**config.mk**
```make
export PLATFORM = sky130hd
export DESIGN_NAME = board_ctrl_regs
export DESIGN_NICKNAME = d
export VERILOG_FILES = /design/src/rtl/bc_pkg.sv /design/src/rtl/bc_sync.sv /design/src/rtl/bc_timebase.sv /design/src/rtl/board_ctrl_regs.sv
export SDC_FILE = /design/constraint.sdc
export NUM_CORES = 1
export LEC_CHECK = 0
export BUFFER_PORTS_ARGS = -buffer_cell sky130_fd_sc_hd__buf_2
export CORE_UTILIZATION = 54
export DETAILED_ROUTE_END_ITERATION = 10
export MAX_ROUTING_LAYER = met4
export PLACE_DENSITY = 0.89
export SETUP_SLACK_MARGIN = 0.5
export SLEW_MARGIN = 5
export SYNTH_ARGS = -nofsm -noshare
export SYNTH_HDL_FRONTEND = slang
export SYNTH_SLANG_ARGS = --single-unit
```
**constraint.sdc**
```tcl
create_clock -name clk -period 5.35 [get_ports clk]
set_input_delay 1.07 -clock clk [delete_from_list [all_inputs] [get_ports clk]]
set_output_delay 1.07 -clock clk [all_outputs]
set_load 0.005 [all_outputs]
```
**src/rtl/bc_pkg.sv**
```systemverilog
package bc_pkg;
  localparam int unsigned WIN_AW = 12;
  localparam int unsigned IDX_W  = WIN_AW - 2;

  localparam logic [IDX_W-1:0] IDX_LED   = 10'h000;
  localparam logic [IDX_W-1:0] IDX_BTN   = 10'h002;
  localparam logic [IDX_W-1:0] IDX_TB0   = 10'h004;
  localparam logic [IDX_W-1:0] IDX_EVCNT = 10'h006;
  localparam logic [IDX_W-1:0] IDX_EVRLD = 10'h007;
  localparam logic [IDX_W-1:0] IDX_EVCUR = 10'h008;
  localparam logic [IDX_W-1:0] IDX_MISC  = 10'h013;

  localparam int unsigned TB_N = 2;
  localparam int unsigned EV_N = 3;

  typedef enum logic [1:0] {
    EV_COUNT   = 2'd0,
    EV_RELOAD  = 2'd1,
    EV_CURRENT = 2'd2
  } ev_sel_e;

  function automatic int unsigned tb_rate(input int unsigned g);
    return (g == 0) ? 1 : 100;
  endfunction
endpackage

```
**src/rtl/bc_sync.sv**
```systemverilog
module bc_sync #(
  parameter int unsigned W      = 1,
  parameter int unsigned STAGES = 2
) (
  input  logic         clk,
  input  logic         rst_n,
  input  logic [W-1:0] d_i,
  output logic [W-1:0] q_o
);
  logic [W-1:0] stage_q [STAGES];
  logic [W-1:0] stage_d [STAGES];

  always_comb begin
    stage_d[0] = d_i;
    for (int s = 1; s < STAGES; s++) stage_d[s] = stage_q[s-1];
  end

  always_ff @(posedge clk or negedge rst_n) begin
    if (!rst_n) begin
      for (int s = 0; s < STAGES; s++) stage_q[s] <= '0;
    end else begin
      for (int s = 0; s < STAGES; s++) stage_q[s] <= stage_d[s];
    end
  end

  assign q_o = stage_q[STAGES-1];
endmodule

```
**src/rtl/bc_timebase.sv**
```systemverilog
module bc_timebase #(
  parameter int unsigned SYS_HZ  = 2000,
  parameter int unsigned RATE_HZ = 1,
  parameter int unsigned CNT_W   = 32
) (
  input  logic             clk,
  input  logic             rst_n,
  input  logic             load_i,
  input  logic [CNT_W-1:0] load_val_i,
  output logic [CNT_W-1:0] count_o
);
  localparam int unsigned ACC_W = $clog2(SYS_HZ + RATE_HZ + 1);
  localparam logic [ACC_W-1:0] STEP = ACC_W'(RATE_HZ);
  localparam logic [ACC_W-1:0] WRAP = ACC_W'(SYS_HZ);

  logic [ACC_W-1:0] acc_q, acc_d, acc_sum;
  logic [CNT_W-1:0] cnt_q, cnt_d;
  logic             tick, cnt_en;

  always_comb begin
    acc_sum = acc_q + STEP;
    tick    = (acc_sum >= WRAP);
    cnt_en  = load_i | tick;
    if (load_i) begin
      acc_d = '0;
      cnt_d = load_val_i;
    end else if (tick) begin
      acc_d = acc_sum - WRAP;
      cnt_d = cnt_q + CNT_W'(1);
    end else begin
      acc_d = acc_sum;
      cnt_d = cnt_q;
    end
  end

  always_ff @(posedge clk or negedge rst_n) begin
    if (!rst_n) acc_q <= '0;
    else        acc_q <= acc_d;
  end

  always_ff @(posedge clk or negedge rst_n) begin
    if (!rst_n)      cnt_q <= '0;
    else if (cnt_en) cnt_q <= cnt_d;
  end

  assign count_o = cnt_q;

  assert_step_R3: assert property (@(posedge clk) disable iff (!rst_n)
    !$past(load_i) |-> (cnt_q == $past(cnt_q) || cnt_q == $past(cnt_q) + CNT_W'(1)));

  assert_load_R5: assert property (@(posedge clk) disable iff (!rst_n)
    $past(load_i) |-> cnt_q == $past(load_val_i));
endmodule

```
**src/rtl/board_ctrl_regs.sv**
```systemverilog
module board_ctrl_regs
  import bc_pkg::*;
#(
  parameter int unsigned SYS_CLK_HZ = 2000,
  parameter int unsigned BTN_W      = 2,
  parameter int unsigned DATA_W     = 32,
  parameter int unsigned LED_W      = 2
) (
  input  logic              clk,
  input  logic              rst_n,
  input  logic              bus_sel_i,
  input  logic              bus_we_i,
  input  logic [WIN_AW-1:0] bus_addr_i,
  input  logic [DATA_W-1:0] bus_wdata_i,
  output logic [DATA_W-1:0] bus_rdata_o,
  output logic [LED_W-1:0]  led_o,
  input  logic [BTN_W-1:0]  btn_i,
  output logic [DATA_W-1:0] misc_o,
  output logic [EV_N-1:0]   evt_wr_o,
  output logic [DATA_W-1:0] evt_wdata_o,
  input  logic [DATA_W-1:0] evt_count_i,
  input  logic [DATA_W-1:0] evt_reload_i,
  input  logic [DATA_W-1:0] evt_current_i
);
  logic              rst_i;
  logic [BTN_W-1:0]  btn_s;
  logic [IDX_W-1:0]  idx;
  logic              aligned, wr, rd, hit, rd_miss;
  logic              led_we, misc_we;
  logic [LED_W-1:0]  led_q, led_d;
  logic [DATA_W-1:0] misc_q, misc_d;
  logic [DATA_W-1:0] rd_val, rdata_q;
  logic [DATA_W-1:0] tb_cnt [TB_N];

  bc_sync #(.W(1), .STAGES(2)) u_rst_sync (
    .clk(clk), .rst_n(rst_n), .d_i(1'b1), .q_o(rst_i)
  );

  bc_sync #(.W(BTN_W), .STAGES(2)) u_btn_sync (
    .clk(clk), .rst_n(rst_i), .d_i(btn_i), .q_o(btn_s)
  );

  // Address decode
  always_comb begin
    idx     = bus_addr_i[WIN_AW-1:2];
    aligned = (bus_addr_i[1:0] == 2'b00);
    wr      = bus_sel_i & bus_we_i & aligned;
    rd      = bus_sel_i & ~bus_we_i;
    led_we  = wr && (idx == IDX_LED);
    misc_we = wr && (idx == IDX_MISC);
    evt_wr_o = '0;
    evt_wr_o[EV_COUNT]   = wr && (idx == IDX_EVCNT);
    evt_wr_o[EV_RELOAD]  = wr && (idx == IDX_EVRLD);
    evt_wr_o[EV_CURRENT] = wr && (idx == IDX_EVCUR);
  end

  assign evt_wdata_o = bus_wdata_i;

  // Timebases
  for (genvar g = 0; g < TB_N; g++) begin : g_tb
    localparam logic [IDX_W-1:0] MY_IDX = IDX_TB0 + IDX_W'(g);
    logic load;
    assign load = wr && (idx == MY_IDX);
    bc_timebase #(
      .SYS_HZ(SYS_CLK_HZ), .RATE_HZ(tb_rate(g)), .CNT_W(DATA_W)
    ) u_tb (
      .clk(clk), .rst_n(rst_i), .load_i(load),
      .load_val_i(bus_wdata_i), .count_o(tb_cnt[g])
    );
  end

  // Read mux
  always_comb begin
    hit    = aligned;
    rd_val = '0;
    case (idx)
      IDX_LED:         rd_val[LED_W-1:0] = led_q;
      IDX_BTN:         rd_val[BTN_W-1:0] = btn_s;
      IDX_TB0:         rd_val = tb_cnt[0];
      IDX_TB0 + 10'd1: rd_val = tb_cnt[1];
      IDX_EVCNT:       rd_val = evt_count_i;
      IDX_EVRLD:       rd_val = evt_reload_i;
      IDX_EVCUR:       rd_val = evt_current_i;
      IDX_MISC:        rd_val = misc_q;
      default:         hit = 1'b0;
    endcase
    if (!aligned) rd_val = '0;
    rd_miss = rd & ~hit;
  end

  // Next state
  always_comb begin
    led_d  = bus_wdata_i[LED_W-1:0];
    misc_d = bus_wdata_i;
  end

  always_ff @(posedge clk or negedge rst_i) begin
    if (!rst_i)      led_q <= '0;
    else if (led_we) led_q <= led_d;
  end

  always_ff @(posedge clk or negedge rst_i) begin
    if (!rst_i)       misc_q <= '0;
    else if (misc_we) misc_q <= misc_d;
  end

  always_ff @(posedge clk or negedge rst_i) begin
    if (!rst_i)  rdata_q <= '0;
    else if (rd) rdata_q <= rd_val;
  end

  assign led_o       = led_q;
  assign misc_o      = misc_q;
  assign bus_rdata_o = rdata_q;

  assert_led_hold_R2: assert property (@(posedge clk) disable iff (!rst_i)
    !$past(led_we) |-> $stable(led_o));

  assert_misc_store_R6: assert property (@(posedge clk) disable iff (!rst_i)
    $past(misc_we) |-> misc_o == $past(bus_wdata_i));

  assert_evt_onehot_R7: assert property (@(posedge clk) disable iff (!rst_i)
    $onehot0(evt_wr_o));

  assert_unmapped_rd_R9: assert property (@(posedge clk) disable iff (!rst_i)
    $past(rd_miss) |-> bus_rdata_o == '0);

  assert_rd_hold_R10: assert property (@(posedge clk) disable iff (!rst_i)
    !$past(rd) |-> $stable(bus_rdata_o));
endmodule

```
==> results of run 1 <==
==> layout make-up <==
class	count	area share (%)
clock inverters	12	1.688
inverters	19	0.6169
flip-flops and latches	157	34.02
clock buffers	19	3.745
repair buffers	263	11.77
well taps	225	2.435
multi-input cells	752	45.73
==> registers in the layout, indices dropped and copies added (netlist names) <==
| signal | cells |
|---|---|
| misc_o | 32 |
| g_tb.u_tb.count_o | 64 |
| u_rst_sync.q_o | 1 |
| led_o | 2 |
| g_tb.u_tb.acc_q | 21 |
| u_btn_sync.q_o | 2 |
| u_btn_sync.stage_d | 2 |
| u_rst_sync.stage_d | 1 |
| bus_rdata_o | 32 |
==> metrics by stage <==
| step | instances | worst slack, ns | cell area (µm²) | utilization (%) |
|---|---|---|---|---|
| finish | 1447 | 1.526 | 11560 | 65.92 |
| CTS | 1447 | 1.597 | 11560 | 65.92 |
| global route | 1447 | 1.485 | 11560 | 65.92 |
| floorplan | 1029 | 0.6515 | 9799 | - |
| global placement | 1416 | 1.663 | 10930 | 62.34 |
| detailed placement | 1416 | 1.627 | 10930 | 62.34 |
==> where the power goes <==
group | internal, µW | leakage, µW | total, µW | switching, µW
Clock | 822 | 0.000307 | 1310 | 490
Sequential | 1260 | 0.00186 | 1380 | 120
Combinational | 284 | 0.00327 | 694 | 410
==> path summary, 6_finish.rpt <==
| path | startpoint | to | depth (start not counted) |
|---|---|---|---|
| max in group asynchronous | u_rst_sync.q_o$_DFF_PN0_ | misc_o[18]$_DFFE_PN0P_ | 1 |
| hold / removal | u_rst_sync.q_o$_DFF_PN0_ | g_tb[0].u_tb.acc_q[10]$_DFF_PN0_ | 0 |
| hold reg to reg | u_rst_sync.q_o$_DFF_PN0_ | g_tb[0].u_tb.acc_q[10]$_DFF_PN0_ | 0 |
| setup reg to reg | g_tb[1].u_tb.acc_q[2]$_DFF_PN0_ | g_tb[1].u_tb.count_o[26]$_DFFE_PN0P_ | 10 |
| min in group clk | u_btn_sync.stage_d[1]$_DFF_PN0_ | u_btn_sync.q_o[1]$_DFF_PN0_ | 0 |
| setup / recovery | bus_addr_i[2] | evt_wr_o[2] | 5 |
==> worst max-delay path, stage by stage <==
cell and delay, ns:
buf_4 0.72, nor3_1 0.30, and3_1 0.30, and2_1 0.16, buf_2 0.13
==> cell usage after synthesis, drive strengths merged, types with 27 or more instances <==
master,instances
buf,43
clkbuf,58
xnor2,37
a21oi,46
nor4,29
nand3,40
a222oi,30
dfrtp,157
nor2,88
mux2,62
nand4,27
nand2,61
a22o,34
o21ai,52
mux2i,40
==> per-layer routing <==
| layer | track usage [%] | wire length, µm | up-vias |
|---|---|---|---|
| met2 | 54.77 | 14690 | 666 |
| met4 | 16.17 | 1162 | 0 |
| met1 | 41.28 | 11580 | 4447 |
| met5 | - | 0 | - |
| li1 | - | - | 4239 |
| met3 | 7.259 | 3356 | 104 |
==> kinds of logic (layout without fill, tap and decap cells) <==
logic type | count (synthesis) | count (layout) | share of synthesized area, %
xor gates and xnor gates | 43 | 43 | 3.843
muxes | 102 | 102 | 11.21
and+or+nand+nor | 354 | 354 | 19.42
DFF | 157 | 157 | 40.09
AOI/OAI and AO/OA | 243 | 243 | 18.09
other | 1 | 1 | 0.03827
buffers and inverters | 120 | 313 | 6.154
adders and majority gates | 9 | 9 | 1.149
==> flow_summary.yaml, run 1 <==
status:
  status: "complete, no violations"
power:
  power.density_nw_per_um2: 292.7
  total_power_uw: 3384
  irDropWorstVdd_mv: 0.2694
  leakage_uw: 0.005435
global_route:
  first_global_vias: 8879
  track_usage_pct: 34.24
  grt_pass1_wl_um: 47270
  antenna_found_initial: 0
  grt_overflow: 0
  grt_max_degree: 73
cts:
  cts_buffers: 17
  clkTransAtPathRegs_ns: 0.06
  post_cts_buffers: 0
  cts.htree.levels: 4
  cts_tree: "built"
  clock-sinks: 157
  clk_latency_ns: 0.44
  root_buffer: "clkbuf_16"
  post_cts_resized: 0
  hold_buffers: 0
  clockBufferDepth: 2
run:
  maxCapViolCount: 0
synth:
  ys_seq_area_share_pct: 40.09
  yosys-top-cells-area: "dfrtp_1, mux2_2, mux2i_1, nor2_1, xnor2_1"
  synth_area_um2: 9799
  synth_top_area_cell: "dfrtp_1"
  synth_warnings: 0
  synth-edff-count: 0
  synthesis.nets: 1184
  synthCells: 1029
  ys_ff_latch: 157
  synth_top_area_share_pct: 40.09
  syn_area_per_cell_um2: 9.523
  async_reset_ff_share_pct: 100.0
  ys_types: 76
  synthFlopType: "dfrtp_1"
die:
  core_um2: 17540
  rows: 48
  ioPinCount: 247
  fp.dieW_um: 136.7
  die-area_um2: 18690
  die_y_um: 136.7
  initial_core_util_pct: 55.88
timing:
  period_needed_ns: 3.824
  clock.fmax_ghz: 0.2615
  setup_tns_ns: 0
  setup_viol: 0
  fin_crit_sh_pct: 71.47
  final_max_slew_viol_count: 0
  maxSlewHeadroom_pct: 20.30
  finalHoldViolations: 0
  worst_pin_slew_ns: 1.195
  whs_ns: 0.2634
  rsz0062_at_grt: "false"
  fin_skew_ns: 0.009796
placed_design:
  place_hpwl_um: 21610
  gp_congestion: 0.8849
  port_buffers: 246
finish:
  multiInputGateArea_um2: 5286
  final_common_cell: "buf_2"
  syn2layout_area_growth_pct: 17.98
  n_antenna_cell: 0
  layout.area.seq_um2: 3933
  layout_common_cells: "buf_2, dfrtp_1, nor2_1"
  layout.nets: 1365
  drive_gt1_share_pct: 31.18
  nFillCells: 1335
min_path:
  hp-class: "reg2async"
setup_path:
  worstPathArrival_ns: 2.75
  rrSetupSlack_ns: 1.78
  endpoint_kind: "primary output"
  crit_path_max_fanout: 66
  critPathLaunchType: "input pin"
  required_ns: 4.28
  worstSetupPathType: "in2out"
routing:
  dr.pass1.iters: 9
  vias: 9456
  wl_per_cell_um: 21.28
  routed_wl_um: 30790
  ant_nets: 0
  drt_iter0_markers: 1286
  drc: 0
  viasPerCell: 6.535
Note: power is estimated with default switching activity, not from simulation.
==> inputs of run 2 (changes only) <==
Settings changed: CORE_UTILIZATION 54 to 49, PLACE_DENSITY 0.89 to 0.85.
Clock period 5.35 ns to 3.5 ns, I/O delays scaled along.
==> flow_summary.yaml, run 2 (same netlist as run 1, synthesis figures left out) <==
min_path:
  hp-class: "in2async"
placed_design:
  gp_congestion: 0.9382
  post-place-ws_ns: 0.1462
  port_buffers: 246
  place_hpwl_um: 21910
finish:
  largest_register_ffs: 64
  n_antenna_cell: 0
  layout.nets: 1386
  final_common_cell: "buf_2"
  drive_gt1_share_pct: 34.08
  fin_util_pct: 61.05
  syn2layout_area_growth_pct: 21.64
  layout_common_cells: "buf_2, dfrtp_1, nor2_1"
timing:
  fin_skew_ns: 0.009693
  final_max_slew_viol_count: 0
  fin_crit_sh_pct: 81.55
  rsz0062_at_grt: "false"
  maxSlewHeadroom_pct: 35.12
  setup_tns_ns: 0
  finalHoldViolations: 0
  setup_viol: 0
  whs_ns: 0.03560
  clock.fmax_ghz: 0.3504
  setup_slack_ns: 0.6457
  worst_pin_slew_ns: 0.9679
  period_needed_ns: 2.854
die:
  core_um2: 19530
  initial_core_util_pct: 50.19
  ioPinCount: 247
  die-area_um2: 20570
  die_y_um: 143.4
  fp.dieW_um: 143.4
  rows: 51
routing:
  dr.pass1.iters: 9
  ant_nets: 0
  vias: 9576
  routed_wl_um: 30760
  viasPerCell: 6.346
  drt_iter0_markers: 922
  wl_per_cell_um: 20.39
  drc: 0
global_route:
  grt_max_degree: 68
  antenna_found_initial: 0
  track_usage_pct: 30.95
  first_global_vias: 9076
  grt_pass1_wl_um: 47560
  grt_overflow: 0
setup_path:
  crit_path_max_fanout: 7
  worstPathArrival_ns: 3.21
  worstSetupPathType: "reg2reg"
  rrSetupSlack_ns: 0.65
  endpoint_kind: "flop"
  required_ns: 3.86
  cp_slowest_cell: "or4b_2"
  worstPathCellList: "ha_4, xor2_2, inv_1, ha_2, a21bo_2, nor4b_4, o21ai_1, o22ai_2, or4b_2, a31oi_1"
  crit_buf_inv: 1
  critPathLaunchType: "flop"
  crit_family: "simple AND/OR/NAND/NOR gates"
  critPathMaxStageDelay_ns: 0.62
status:
  status: "complete, no violations"
cts:
  cts_buffers: 17
  cts_tree: "built"
  root_buffer: "clkbuf_16"
  cts.htree.levels: 4
  clk_latency_ns: 0.44
  clkTransAtPathRegs_ns: 0.07
  clockBufferDepth: 2
  hold_buffers: 0
  clock-sinks: 157
run:
  maxCapViolCount: 0
power:
  leakage_uw: 0.005566
  total_power_uw: 5212
  irDropWorstVdd_mv: 0.3431
  power.density_nw_per_um2: 437.2
run 2: report_power, final:
group	switching (µW)	internal, µW	total [µW]
logic	668	508	1180
registers	203	1920	2130
clock network	836	1070	1910
total	1710	3500	5210
run 2: what timing repair did:
item | 4_1_cts | 5_1_grt
resized for setup | 12 | 18
buffers inserted | 1 | 7
pin swaps | 1 | 2
endpoints found under the setup margin | 47 | 49
run 2: cell type report:
| type | instances | area (µm²) |
|---|---|---|
| flip-flops and latches | 157 | 3938 |
| clock buffers | 17 | 425.4 |
| fillers | 1585 | 7606 |
| repair buffers | 284 | 1569 |
| inverters | 19 | 71.32 |
| well taps | 265 | 331.6 |
| clock inverters | 15 | 171.4 |
| multi-input cells | 752 | 5414 |
run 2: routing by layer:
metal	global-route usage, %	wire length (µm)
met1	37.41	12000
met2	49.23	14990
met3	5.965	2571
met4	16.01	1207
met5	-	0
run 2: worst register-to-register path, cell delays in order (launching register included):
cell     delay (ns)
dfrtp_2        0.46
ha_4           0.20
xor2_2         0.17
inv_1          0.09
ha_2           0.21
a21bo_2        0.22
nor4b_4        0.31
o21ai_1        0.11
o22ai_2        0.16
or4b_2         0.62
a31oi_1        0.20
run 2: final timing paths:
path,startpoint,to,cells after the start
worst max-delay path,g_tb[1].u_tb.acc_q[2]$_DFF_PN0_,g_tb[1].u_tb.count_o[25]$_DFFE_PN0P_,10
worst min-delay path,rst_n,u_rst_sync.q_o$_DFF_PN0_,1
worst max register to register,g_tb[1].u_tb.acc_q[2]$_DFF_PN0_,g_tb[1].u_tb.count_o[25]$_DFFE_PN0P_,10
worst min register to register,u_rst_sync.stage_d[0]$_DFF_PN0_,u_rst_sync.q_o$_DFF_PN0_,0
max in group asynchronous,u_rst_sync.q_o$_DFF_PN0_,bus_rdata_o[2]$_DFFE_PN0P_,1
min in group clk,u_rst_sync.stage_d[0]$_DFF_PN0_,u_rst_sync.q_o$_DFF_PN0_,0
run 2: metrics by stage:
step,area (µm²),instances
after global routing,11920,1509
after floorplan,9801,1029
after CTS,11780,1502
after detailed placement,11120,1469
final,11920,1509
after global placement,11120,1469
